**config.mk**
```make
export PLATFORM = sky130hd
export DESIGN_NAME = lane_align_unit
export DESIGN_NICKNAME = d
export VERILOG_FILES = /design/src/rtl/lane_align_pkg.sv /design/src/rtl/lane_align_addr_check.sv /design/src/rtl/lane_align_store_path.sv /design/src/rtl/lane_align_load_path.sv /design/src/rtl/lane_align_unit.sv
export SDC_FILE = /design/constraint.sdc
export NUM_CORES = 1
export LEC_CHECK = 0
export BUFFER_PORTS_ARGS = -buffer_cell sky130_fd_sc_hd__buf_4
export CELL_PAD_IN_SITES_DETAIL_PLACEMENT = 1
export CELL_PAD_IN_SITES_GLOBAL_PLACEMENT = 2
export CORE_MARGIN = 2
export CORE_UTILIZATION = 28
export DETAILED_ROUTE_END_ITERATION = 7
export PLACE_DENSITY = 0.9
export SYNTH_ARGS = -nofsm -noshare
export SYNTH_HDL_FRONTEND = slang
export SYNTH_SLANG_ARGS = --single-unit
```
**constraint.sdc**
```tcl
create_clock -name clk -period 4.51 [get_ports clk]
set_input_delay 0 -clock clk [delete_from_list [all_inputs] [get_ports clk]]
set_output_delay 0 -clock clk [all_outputs]
set_load 0.1 [all_outputs]
```
**src/rtl/lane_align_pkg.sv**
```systemverilog
// Shared definitions for the byte-lane aligner: access width codes and
// the byte count that each width covers.
package lane_align_pkg;

    typedef enum logic [1:0] {
        SZ_BYTE = 2'd0,
        SZ_HALF = 2'd1,
        SZ_WORD = 2'd2,
        SZ_RSVD = 2'd3
    } acc_size_e;

    // Number of bytes an access of the given width spans.
    function automatic int size_bytes(acc_size_e s);
        case (s)
            SZ_BYTE: return 1;
            SZ_HALF: return 2;
            default: return 4;
        endcase
    endfunction

endpackage

```
**src/rtl/lane_align_addr_check.sv**
```systemverilog
// Alignment checker. It decides whether the request in flight is legal
// and splits it into a store-go or load-go strobe.
// Assumes a 4-lane word: a word access must have a zero lane offset.
module lane_align_addr_check
    import lane_align_pkg::*;
#(
    parameter int OFF_W = 2
) (
    input  logic             req_valid,
    input  logic             req_store,
    input  acc_size_e        req_size,
    input  logic [OFF_W-1:0] req_off,
    output logic             fault,
    output logic             go_store,
    output logic             go_load
);

    logic misaligned;

    // Misalignment test per width; the illegal code is always refused.
    always_comb begin
        case (req_size)
            SZ_BYTE: misaligned = 1'b0;
            SZ_HALF: misaligned = req_off[0];
            SZ_WORD: misaligned = |req_off;
            default: misaligned = 1'b1;
        endcase
    end

    // Qualify with the request strobe and steer by direction.
    always_comb begin
        fault    = req_valid & misaligned;
        go_store = req_valid & ~misaligned & req_store;
        go_load  = req_valid & ~misaligned & ~req_store;
    end

endmodule

```
**src/rtl/lane_align_store_path.sv**
```systemverilog
// Store lane builder. It repeats the object across every lane in the
// requested byte order and enables only the lanes the object covers.
// Assumes the request was already found aligned (go is low otherwise).
module lane_align_store_path
    import lane_align_pkg::*;
#(
    parameter int DATA_W = 32,
    parameter int LANES  = DATA_W / 8,
    parameter int OFF_W  = $clog2(LANES)
) (
    input  logic              go,
    input  acc_size_e         size,
    input  logic              big,
    input  logic [OFF_W-1:0]  off,
    input  logic [DATA_W-1:0] st_data,
    output logic [DATA_W-1:0] wdata,
    output logic [LANES-1:0]  wbe
);

    for (genvar j = 0; j < LANES; j++) begin : g_lane
        int n;
        int k;
        int src;
        int ofs;

        // Pick the source byte for lane j and decide its enable.
        always_comb begin
            n   = size_bytes(size);
            ofs = int'(off);
            k   = j % n;
            src = big ? (n - 1 - k) : k;
            wdata[8*j +: 8] = st_data[8*src +: 8];
            wbe[j] = go && (j >= ofs) && (j < ofs + n);
        end
    end

endmodule

```
**src/rtl/lane_align_load_path.sv**
```systemverilog
// Load extractor. It captures the attributes of an issued load, slices
// and reorders the memory word returned on the next cycle, extends it
// and registers the result.
// Assumes memory returns the read word exactly one cycle after the strobe.
module lane_align_load_path
    import lane_align_pkg::*;
#(
    parameter int DATA_W = 32,
    parameter int LANES  = DATA_W / 8,
    parameter int OFF_W  = $clog2(LANES)
) (
    input  logic              clk,
    input  logic              rst_n,
    input  logic              go,
    input  acc_size_e         size,
    input  logic              sgn,
    input  logic              big,
    input  logic [OFF_W-1:0]  off,
    input  logic [DATA_W-1:0] mem_rdata,
    output logic              ld_valid,
    output logic [DATA_W-1:0] ld_data
);

    logic              s1_valid;
    acc_size_e         s1_size;
    logic              s1_sgn;
    logic              s1_big;
    logic [OFF_W-1:0]  s1_off;
    logic [DATA_W-1:0] ext;
    logic              sbit;
    int                n;
    int                ofs;
    int                lane;

    // Hold the attributes of the load while memory fetches the word.
    always_ff @(posedge clk) begin
        if (!rst_n) begin
            s1_valid <= 1'b0;
            s1_size  <= SZ_BYTE;
            s1_sgn   <= 1'b0;
            s1_big   <= 1'b0;
            s1_off   <= '0;
        end else begin
            s1_valid <= go;
            s1_size  <= size;
            s1_sgn   <= sgn;
            s1_big   <= big;
            s1_off   <= off;
        end
    end

    // Gather object bytes into result order, then fill the upper bytes.
    always_comb begin
        n    = size_bytes(s1_size);
        ofs  = int'(s1_off);
        ext  = '0;
        lane = 0;
        for (int k = 0; k < LANES; k++) begin
            if (k < n) begin
                lane = (s1_big ? (ofs + n - 1 - k) : (ofs + k)) % LANES;
                ext[8*k +: 8] = mem_rdata[8*lane +: 8];
            end
        end
        sbit = s1_sgn & ext[8*n - 1];
        for (int k = 0; k < LANES; k++) begin
            if (k >= n) ext[8*k +: 8] = {8{sbit}};
        end
    end

    // Register the extended result and its valid pulse.
    always_ff @(posedge clk) begin
        if (!rst_n) begin
            ld_valid <= 1'b0;
            ld_data  <= '0;
        end else begin
            ld_valid <= s1_valid;
            if (s1_valid) ld_data <= ext;
        end
    end

endmodule

```
**src/rtl/lane_align_unit.sv**
```systemverilog
// Top of the byte-lane aligner. It joins the alignment checker, the store
// lane builder and the load extractor, and forms the word address.
// Assumes one request per cycle and a memory with one-cycle read latency.
module lane_align_unit
    import lane_align_pkg::*;
#(
    parameter int ADDR_W = 16,
    parameter int DATA_W = 32
) (
    input  logic                 clk,
    input  logic                 rst_n,
    input  logic                 req_valid,
    input  logic                 req_store,
    input  logic [ADDR_W-1:0]    req_addr,
    input  logic [1:0]           req_size,
    input  logic                 req_signed,
    input  logic                 req_big,
    input  logic [DATA_W-1:0]    req_wdata,
    input  logic [DATA_W-1:0]    mem_rdata,
    output logic [ADDR_W-1:0]    mem_addr,
    output logic                 mem_ren,
    output logic [DATA_W/8-1:0]  mem_wbe,
    output logic [DATA_W-1:0]    mem_wdata,
    output logic                 fault,
    output logic                 ld_valid,
    output logic [DATA_W-1:0]    ld_data
);

    localparam int LANES = DATA_W / 8;
    localparam int OFF_W = $clog2(LANES);

    acc_size_e        size_e;
    logic [OFF_W-1:0] off;
    logic             go_store;
    logic             go_load;

    // Decode the width code and split the address.
    always_comb begin
        size_e   = acc_size_e'(req_size);
        off      = req_addr[OFF_W-1:0];
        mem_addr = {req_addr[ADDR_W-1:OFF_W], {OFF_W{1'b0}}};
        mem_ren  = go_load;
    end

    lane_align_addr_check #(.OFF_W(OFF_W)) u_check (
        .req_valid (req_valid),
        .req_store (req_store),
        .req_size  (size_e),
        .req_off   (off),
        .fault     (fault),
        .go_store  (go_store),
        .go_load   (go_load)
    );

    lane_align_store_path #(.DATA_W(DATA_W), .LANES(LANES), .OFF_W(OFF_W)) u_store (
        .go      (go_store),
        .size    (size_e),
        .big     (req_big),
        .off     (off),
        .st_data (req_wdata),
        .wdata   (mem_wdata),
        .wbe     (mem_wbe)
    );

    lane_align_load_path #(.DATA_W(DATA_W), .LANES(LANES), .OFF_W(OFF_W)) u_load (
        .clk       (clk),
        .rst_n     (rst_n),
        .go        (go_load),
        .size      (size_e),
        .sgn       (req_signed),
        .big       (req_big),
        .off       (off),
        .mem_rdata (mem_rdata),
        .ld_valid  (ld_valid),
        .ld_data   (ld_data)
    );

endmodule

```
# [After elaboration in Yosys (flattened, before gate mapping)]
# Cells that the tools add are included.
[totals] reg_bits=40 inputBits=88 out_inout_bits=87 word_cells=100
[classes] add_sub_neg=15 n_div=4 magnitude_cmp=16 n_eq_ne=3 n_shift=8 muxes=22 n_bitwise=11 n_reduce_logical=14
[op_table] cell="$mux 32" n=4
[op_table] cell="$shiftx 32x32->8" n=4
[op_table] cell="$shiftx 32x6->8" n=4
[op_table] cell="$mux 29" n=4
[op_table] cell="$sub 29x29->29" n=4
[op_table] cell="$lt 3x32->1 const A" n=2
[op_table] cell="$mod 3x32->32 const A" n=2
[op_table] cell="$mux 8" n=8
[op_table] cell="$sub 32x2->32 const B" n=2
[op_table] cell="$sub 32x3->32 const B" n=2
[op_table] cell="$lt 1x32->1 const A" n=1
[op_table] cell="$lt 2x32->1 const A" n=1
[op_table] cell="$lt 32x7->1 const B" n=1
[op_table] cell="$mod 1x32->32 const A" n=1
[op_table] cell="$mod 2x32->32 const A" n=1
[op_table] cell="$pmux 3 s2" n=2
[op_table] cell="$reduce_or 2->1" n=5
[op_table] cell="$and 1x1->1" n=9
[op_table] cell="$add 2x3->4" n=2
[op_table] cell="$logic_and 1x1->1" n=7
[op_table] cell="$sub 6x1->7 const B" n=1
[op_table] cell="$add 2x2->3 const B" n=2
[op_table] cell="$ge 1x3->1 const A" n=2
[op_table] cell="$ge 2x3->1 const A" n=2
[op_table] cell="other kinds (13)" n=20

# [Logic depth before layout (Yosys ltp)]
# Gate-level depths: netlist of run 1.
[depth] word_depth=15 depth_mapped=16 ltp_nobuf=14

# [Cells and area by module]
# Synthesis of run 1 repeated with hierarchy kept, for this count alone.
[hier_totals] hier_cells=521 hier_area_um2=4579.4
[by_module_without_submodules] mod="lane_align_load_path" instances=1 cells_each=265 area_per_inst_um2=2631.3 seq_area_each_um2=800.8
[by_module_without_submodules] mod="lane_align_store_path" instances=1 cells_each=232 area_per_inst_um2=1778.0 seq_area_each_um2=0.0
[by_module_without_submodules] mod="lane_align_unit" instances=1 cells_each=17 area_per_inst_um2=123.9 seq_area_each_um2=0.0
[by_module_without_submodules] mod="lane_align_addr_check" instances=1 cells_each=7 area_per_inst_um2=46.3 seq_area_each_um2=0.0

# [Worst setup path before layout of run 1]
# Ideal clock, no wire load.
[synth_path] path_type="input -> output" startpoint="input port req_size[1]" endpoint="output port mem_wbe[0]" arrival_ns=3.853 required_ns=4.510 slack_ns=0.657 stages=7 n_path_buf=0 cell_sequence="nand2b_1 > inv_1 > fa_1 > nand3_1 > o21ai_0 > nor3b_1 > nor4_1"
[synth_via] elab_chain_len=7 word_cells_on_any_way=12 classes_between="1 x add/sub; 1 x order compare; 2 x eq/ne; 2 x mux; 3 x bitwise; 3 x reduce/logical"
[synth_lines] item="from (decl)" line_no="lane_align_unit.sv:15" rtl="input logic [1:0] req_size,"
[synth_lines] item="parallel branches: the longest is 6 deep, another holds $lt 1x32->1"
[synth_lines] item="$logic_and 1x1->1 (*)" line_no="lane_align_store_path.sv:33" rtl="wbe[j] = go && (j >= ofs) && (j < ofs + n);"
[synth_lines] item="to (decl)" line_no="lane_align_unit.sv:22" rtl="output logic [DATA_W/8-1:0] mem_wbe,"
# Mark *: on every way between the ends.

# [Final worst setup path of run 1]
[layout_path] startpoint="register u_load.s1_size[0]" endpoint="register u_load.ld_data[31]"
[layout_via] elab_chain_len=15 word_cells_on_any_way=39 classes_between="6 x add/sub; 5 x order compare; 1 x eq/ne; 4 x shift; 13 x mux; 5 x bitwise; 5 x reduce/logical"
[layout_lines] item="from (decl)" line_no="lane_align_load_path.sv:25" rtl="acc_size_e s1_size;"
[layout_lines] item="from (signal assigned)" line_no="lane_align_load_path.sv:45" rtl="s1_size <= size;"
[layout_lines] item="$eq 2x1->1 / $logic_not 2->1 (equally long branches)" line_no="lane_align_pkg.sv:14" rtl="case (s)"
[layout_lines] item="$pmux 3 s2 (*)" line_no="lane_align_pkg.sv:14"
[layout_lines] item="$add 2x3->4" line_no="lane_align_load_path.sv:60" rtl="lane = (s1_big ? (ofs + n - 1 - k) : (ofs + k)) % LANES;"
[layout_lines] item="$sub 32x2->32" line_no="lane_align_load_path.sv:60"
[layout_lines] item="$sub 32x2->32 / $sub 32x3->32 (equally long branches)" line_no="lane_align_load_path.sv:60"
[layout_lines] item="$mux 32" line_no="lane_align_load_path.sv:60"
[layout_lines] item="$reduce_or 2->1 (no line)"
[layout_lines] item="$and 1x1->1 (no line)"
[layout_lines] item="$shiftx 32x6->8" line_no="lane_align_load_path.sv:61" rtl="ext[8*k +: 8] = mem_rdata[8*lane +: 8];"
[layout_lines] item="$mux 8" line_no="lane_align_load_path.sv:59" rtl="if (k < n) begin"
[layout_lines] item="$bmux 1 s5" line_no="lane_align_load_path.sv:64" rtl="sbit = s1_sgn & ext[8*n - 1];"
[layout_lines] item="$mux 1 (not written as such) (2 in series)" line_no="lane_align_load_path.sv:64"
[layout_lines] item="$and 1x1->1" line_no="lane_align_load_path.sv:64"
[layout_lines] item="$mux 8 (*)" line_no="lane_align_load_path.sv:66" rtl="if (k >= n) ext[8*k +: 8] = {8{sbit}};"
[layout_lines] item="to (signal assigned)" line_no="lane_align_load_path.sv:77" rtl="if (s1_valid) ld_data <= ext;"
[layout_lines] item="to (decl)" line_no="lane_align_load_path.sv:21" rtl="output logic [DATA_W-1:0] ld_data"
# Every way passes the cells marked *; elsewhere a longest branch is shown, timed or not. The select of a mux whose other input is x is not followed.
# A chain may end at the register's enable or synchronous reset.

==> impl_metrics.csv, run 1 <==
group,metric,value,unit
outcome,status,"finished, final reports clean",
pwr,pwr-share-seq,0.195,
worst_hold_path,hold_path_depth,0,
final_layout,syn_to_final_growth,31.29,%
sta,clock_skew,5.711,ps
pwr,p_int,0.9901,mW
grt,grt_start_max_net_pins,41,
critical_path,cp.required,4720,ps
final_layout,multi_input_area,0.003082,mm2
pwr,pwr_density_cell,354.2,mW/mm2
place,io_buffers,144,
final_layout,nFillCells,1695,
cts,ctsHtreeMaxLevel,2,
sta,slew_headroom,0.2534,
grt,grt_pass1_wl,23.30,mm
floorplanning,ios,175,
final_layout,final_core_util,0.3768,
final_layout,instances_no_fill,772,
floorplanning,core_area,0.01459,mm2
worst_hold_path,min_path_type,"input port to primary output",
critical_path,worst-path-max-fanout,17,
critical_path,reg2reg_setup_slack,500,ps
critical_path,start_kind,"flop",
cts,post_cts_buffers,0,
grt,overflow,0,
synth,netlist_instances,469,
final_layout,drive_gt1_frac,0.3503,
synth,synthArstFlopShare,0,
pwr,irDropWorstVdd,163.4,uV
critical_path,cp.arrival,4210,ps
sta,tightest_slew,1119,ps
sta,final-max-slew-violation-count,0,
sta,period_minus_slack,4007,ps
floorplanning,start_util,0.2870,
synth,avgSynthCellArea,8.926,um2
synth,synth_cell_types,62,
place,dp.cells,761,
synth,synth_edf_count,0,
synth,synth_area,0.004187,mm2
cts,root_buffer,"clkbuf_16",
job,drv_cap,0,
floorplanning,dieArea,0.01595,mm2
synth,ys_ff_latch,40,
detailed_routing,dr_total_vias,4166,
pwr,combPwrFrac,0.578,
final_layout,seqCellArea,800.8,um2
detailed_routing,via_per_inst,5.396,
final_layout,final_nets,697,
synth,synth_ff_type,"dfxtp_1",
floorplanning,rows,44,
detailed_routing,drc,0,
pwr,clkPwrFrac,0.227,
pwr,switching_share,0.4914,
cts,clock_latency,290,ps
place,hpwlAfterDp,11.34,mm
cts,cts_sinks,40,
sta,hold_viol,0,
critical_path,worstSetupPathDepth,12,
cts,tritoncts,"built",
critical_path,cp-end-kind,"flop",
sta,report.final.setup_viol,0,
synth,ys_warn_count,0,
final_layout,final_cell_mix,"buf_4, nand2_1, mux2i_1, dfxtp_1, mux4_2",
pwr,p_switching,0.9567,mW
detailed_routing,final_antenna_net_count,0,
detailed_routing,wl_per_cell,18.91,um
detailed_routing,drt-total-wl,14.60,mm
grt,antenna_found_initial,0,
sta,finalCritPeriodShare,0.8884,
place,gp_congestion,0.8924,
critical_path,crit_chain,"or2_2, inv_1, ha_1, fa_1, inv_1, ha_1, xnor2_1, mux2i_4, mux4_2, nand2_1, or4b_1, a31oi_1",
grt,grt_use_total,0.1790,
floorplanning,fp.dieW,126.3,um
critical_path,cp_top_family,"adder cells",
detailed_routing,first_iter_violations,241,
final_layout,finalInstanceArea,0.005497,mm2
cts,clockBufferDepth,2,
critical_path,cpMaxStageDelayCell,"mux2i_4",
sta,holdWs,0.03854,ps
sta,fmax,0.2496,GHz
sta,fin_setup_tns,0,ps
critical_path,r2r_cells,12,
cts,numCtsBuffers,5,
sta,rsz0062_at_grt,"no",
final_layout,final_common_cell,"buf_4",
floorplanning,dieHeight,126.3,um
critical_path,path_buf_inv,2,
detailed_routing,firstDrtPassIters,4,
pwr,p_leak,2.484,nW
synth,synth_seq_area_share,0.1913,
critical_path,worstSetupPathType,"flop to flop",
final_layout,n_antenna_cell,0,
grt,grt_pass1_vias,4437,
critical_path,slowest_delay,570,ps
cts,clk_transition_reported_paths,60,ps
place,placed_area,0.005284,mm2
==> synth_stat cells (3+ instances only) <==
cell type   n  area, um2
and2_1     17      106.4
fa_1        3      60.06
inv_1      15      56.30
a21oi_1    26      130.1
buf_2       9      45.04
nand3b_1    3      22.52
o21ai_0    31      155.2
nand3_1     6      30.03
a21o_1      3      22.52
a22oi_1     7      52.55
mux2i_1    43      430.4
mux4_2     32      720.7
ha_1       19      237.7
nor2b_1    15      93.84
dfxtp_1    40      800.8
nand2_1    59      221.5
mux2_2      3      33.78
and3_1      8      50.05
buf_4      19      142.6
nor2_1     20      75.07
a211oi_1   16      120.1
xor2_1      3      26.28
a31oi_1     6      37.54
nand2b_1    6      37.54
clkbuf_1   11      41.29
==> registers in the layout, summed over array words and instances, names as in the netlist <==
name             count
u_load.ld_data      32
u_load.ld_valid      1
u_load.s1_big        1
u_load.s1_off        2
u_load.s1_sgn        1
u_load.s1_size       2
u_load.s1_valid      1
==> power groups by stage <==
| stage | registers (mW) | logic (mW) | clock network (mW) |
|---|---|---|---|
| 2_1_floorplan | 0.455 | 0.842 | 0 |
| 3_3_place_gp | 0.387 | 1.09 | 0 |
| 3_5_place_dp | 0.387 | 1.12 | 0 |
| 4_1_cts | 0.380 | 1.13 | 0.449 |
| 5_1_grt | 0.381 | 1.18 | 0.469 |
| 6_report | 0.380 | 1.13 | 0.441 |
==> cell families (layout without fill, tap and decap cells) <==
| kind of cell | Yosys count | count (layout) | synth area share |
|---|---|---|---|
| AND/OR/NAND/NOR | 145 | 145 | 0.1727 |
| AO/OA/AOI/OAI | 116 | 116 | 0.1844 |
| multiplexers | 80 | 80 | 0.2938 |
| buffers and inverters | 59 | 176 | 0.07442 |
| flip-flops | 40 | 40 | 0.1913 |
| adder cells (fa/ha/maj) | 22 | 22 | 0.07113 |
| XOR/XNOR | 5 | 5 | 0.01046 |
| other | 2 | 4 | 0.001794 |
==> stage by stage <==
| step | setup WS, ps | power, mW |
|---|---|---|
| 6_report | 503.2 | 1.947 |
| 5_1_grt | 297.0 | 2.034 |
| 4_1_cts | 532.0 | 1.956 |
| 3_5_place_dp | 579.7 | 1.503 |
| 3_3_place_gp | 779.4 | 1.479 |
| 2_1_floorplan | 657.2 | 1.297 |
==> what timing repair did <==
action                                 4_1_cts  5_1_grt
gates resized for setup                      0        0
endpoints found under the hold margin        3        0
hold buffers                                 3        0
==> final cells by class <==
| class | instances | area share |
|---|---|---|
| Multi-Input combinational cell | 372 | 0.5607 |
| Timing Repair Buffer | 150 | 0.2062 |
| Sequential cell | 40 | 0.1457 |
| Tap cell | 184 | 0.04188 |
| Clock buffer | 7 | 0.02777 |
| Inverter | 18 | 0.01229 |
| Clock inverter | 1 | 0.005463 |
==> path summary, 6_finish.rpt <==
kind | startpoint | end
max | u_load.s1_size[0]$_SDFF_PN0_ | u_load.ld_data[31]$_SDFFE_PN0P_
min | req_addr[5] | mem_addr[5]
max reg2reg | u_load.s1_size[0]$_SDFF_PN0_ | u_load.ld_data[31]$_SDFFE_PN0P_
min reg2reg | u_load.ld_data[7]$_SDFFE_PN0P_ | u_load.ld_data[7]$_SDFFE_PN0P_
==> layer usage <==
layer	share of wire	track usage	vias up
met5	0	0	-
met4	0.015	0.04266	0
met3	0.074	0.03993	17
met2	0.50	0.3232	170
met1	0.42	0.2159	2028
li1	-	-	1951
(Power assumes the default switching activity.)
==> run 2: changes to the inputs <==
CELL_PAD_IN_SITES_DETAIL_PLACEMENT = default   (was 1)
CELL_PAD_IN_SITES_GLOBAL_PLACEMENT = default   (was 2)
CORE_UTILIZATION = 40   (was 28)
CTS_CLUSTER_SIZE = 16   (was default)
PLACE_DENSITY = 0.77   (was 0.9)
==> run 2 against run 1 <==
  * The run now ends with negative hold slack left
  * Clock power fell by 49%
  * Sequential cell count unchanged
  * Global-route usage increased by 4.6 points
  * Maximum frequency is 2.6% higher
  * Critical path depth unchanged
==> impl_metrics.csv, run 2 (same netlist as run 1, synthesis figures left out) <==
group,metric,value,unit
outcome,status,"finished with violations",
outcome,violations,"negative hold slack",
cts,cts.repair.resized,0,
critical_path,reg2reg_setup_slack,610,ps
final_layout,drive_gt1_frac,0.3458,
sta,final-max-slew-violation-count,0,
cts,clk_transition_reported_paths,80,ps
grt,grt_pass1_vias,4181,
floorplanning,dieArea,0.01130,mm2
sta,clock_skew,5.517,ps
critical_path,worstSetupPathType,"flop to flop",
worst_hold_path,min_path_type,"input port to flop",
sta,fmax,0.2561,GHz
final_layout,final_common_cell,"buf_4",
grt,overflow,0,
critical_path,cp.required,4670,ps
detailed_routing,first_iter_violations,180,
cts,ctsHtreeMaxLevel,2,
critical_path,r2r_cells,12,
cts,root_buffer,"clkbuf_8",
critical_path,path_buf_inv,2,
final_layout,reg.largest.list,"u_load.ld_data: 32 flops, u_load.s1_off: 2 flops, u_load.s1_size: 2 flops",
final_layout,syn_to_final_growth,27.41,%
detailed_routing,final_antenna_net_count,0,
grt,antenna_found_initial,0,
final_layout,largest_register_ffs,32,
cts,tritoncts,"built",
place,io_buffers,144,
place,placed_area,0.005216,mm2
place,gp_congestion,0.8792,
final_layout,n_antenna_cell,0,
pwr,pwr_density_cell,321.0,mW/mm2
cts,numCtsBuffers,5,
grt,grt_start_max_net_pins,41,
critical_path,crit_chain,"or2_2, inv_1, ha_1, fa_1, inv_1, ha_1, xnor2_1, mux2i_4, mux4_2, a31oi_1, a21boi_2, a21oi_1",
cts,cts_sinks,40,
critical_path,cpMaxStageDelayCell,"mux2i_4",
sta,report.final.setup_viol,0,
critical_path,rr_endpoint,"u_load.ld_data[27]$_SDFFE_PN0P_",
detailed_routing,drc,0,
sta,finalCritPeriodShare,0.8656,
pwr,p_leak,2.434,nW
worst_hold_path,hold_path_end,"u_load.s1_size[0]$_SDFF_PN0_",
grt,grt_use_total,0.2248,
sta,holdWs,-5.860,ps
critical_path,worst-path-max-fanout,17,
detailed_routing,drt-total-wl,12.67,mm
place,dp_slack,704.4,ps
critical_path,start_kind,"flop",
critical_path,cp-end-kind,"flop",
critical_path,cp_top_family,"adder cells",
final_layout,final_cell_mix,"buf_4, nand2_1, mux2i_1, dfxtp_1, mux4_2",
final_layout,finalInstanceArea,0.005334,mm2
cts,clockBufferDepth,2,
final_layout,instances_no_fill,723,
floorplanning,core_area,0.01023,mm2
final_layout,nFillCells,909,
cts,clock_latency,290,ps
job,drv_cap,0,
pwr,irDropWorstVdd,205.0,uV
final_layout,final_nets,697,
detailed_routing,wl_per_cell,17.52,um
floorplanning,dieHeight,106.3,um
grt,grt_pass1_wl,20.64,mm
sta,rsz0062_at_grt,"no",
detailed_routing,dr_total_vias,4147,
sta,fin_setup_tns,0,ps
floorplanning,fp.dieW,106.3,um
worst_hold_path,hold_path_depth,2,
sta,tightest_slew,1109,ps
detailed_routing,firstDrtPassIters,4,
sta,hold_viol,1,
sta,period_minus_slack,3904,ps
worst_hold_path,worstHoldStart,"req_size[0]",
critical_path,cp-startpoint,"u_load.s1_size[0]$_SDFF_PN0_",
place,hpwlAfterDp,9.936,mm
sta,final.setup.worst_slack,606.0,ps
floorplanning,rows,37,
final_layout,regMostFlops,"u_load.ld_data",
floorplanning,start_util,0.4092,
sta,slew_headroom,0.2598,
critical_path,r2r_start,"u_load.s1_size[0]$_SDFF_PN0_",
detailed_routing,via_per_inst,5.736,
floorplanning,ios,175,
critical_path,cp.arrival,4060,ps
critical_path,slowest_delay,550,ps
place,dp.cells,712,
## run 2: through the flow
step	power, mW	utilization	hold slack (ps)
3_3_place_gp	1.463	0.5098	0.6813
4_1_cts	1.712	0.5213	0.6813
6_report	1.712	0.5213	-5.860
3_5_place_dp	1.480	0.5098	0.6813
5_1_grt	1.796	0.5213	0.1569
2_1_floorplan	1.297	-	121.7
## run 2: cell type report
type / count / area, um2 / share of cell area
flip-flops and latches: 40 / 800.8 / 0.1501
clock buffers: 6 / 72.57 / 0.01361
multi-input cells: 372 / 3082 / 0.5778
inverters: 18 / 67.56 / 0.01267
well taps: 136 / 170.2 / 0.03190
repair buffers: 150 / 1136 / 0.2130
clock inverters: 1 / 5.005 / 0.0009383
## run 2: layer usage
layer | wire length (um) | global-route usage
met3 | 1129 | 0.04537
met5 | 0 | 0
met2 | 6187 | 0.3951
met1 | 5003 | 0.2717
met4 | 348 | 0.07989
## run 2: how the worst max path moves through the flow
stage | slack, ps | cells after the start | end
2_1_floorplan | 660 | 7 | mem_wbe[0]
3_3_place_gp | 850 | 12 | u_load.ld_data[29]$_SDFFE_PN0P_
3_5_place_dp | 700 | 12 | u_load.ld_data[27]$_SDFFE_PN0P_
4_1_cts | 640 | 12 | u_load.ld_data[27]$_SDFFE_PN0P_
5_1_grt | 430 | 12 | u_load.ld_data[27]$_SDFFE_PN0P_
6_report | 610 | 12 | u_load.ld_data[27]$_SDFFE_PN0P_
## run 2: power breakdown
group	total [mW]	internal, mW	switching (mW)
combinational	1.10	0.331	0.774
sequential	0.380	0.367	0.0133
clock	0.227	0.105	0.122
total	1.71	0.802	0.910
## run 2: what timing repair did
action / CTS / global route
buffers inserted: 0 / 0
hold buffers: 4 / 0
endpoints found under the hold margin: 4 / 0
## run 2: worst register-to-register path, stage by stage (launching register included)
cell	delay, ps
dfxtp_1	310
or2_2	350
inv_1	180
ha_1	220
fa_1	430
inv_1	70
ha_1	350
xnor2_1	220
mux2i_4	550
mux4_2	440
a31oi_1	160
a21boi_2	350
a21oi_1	140
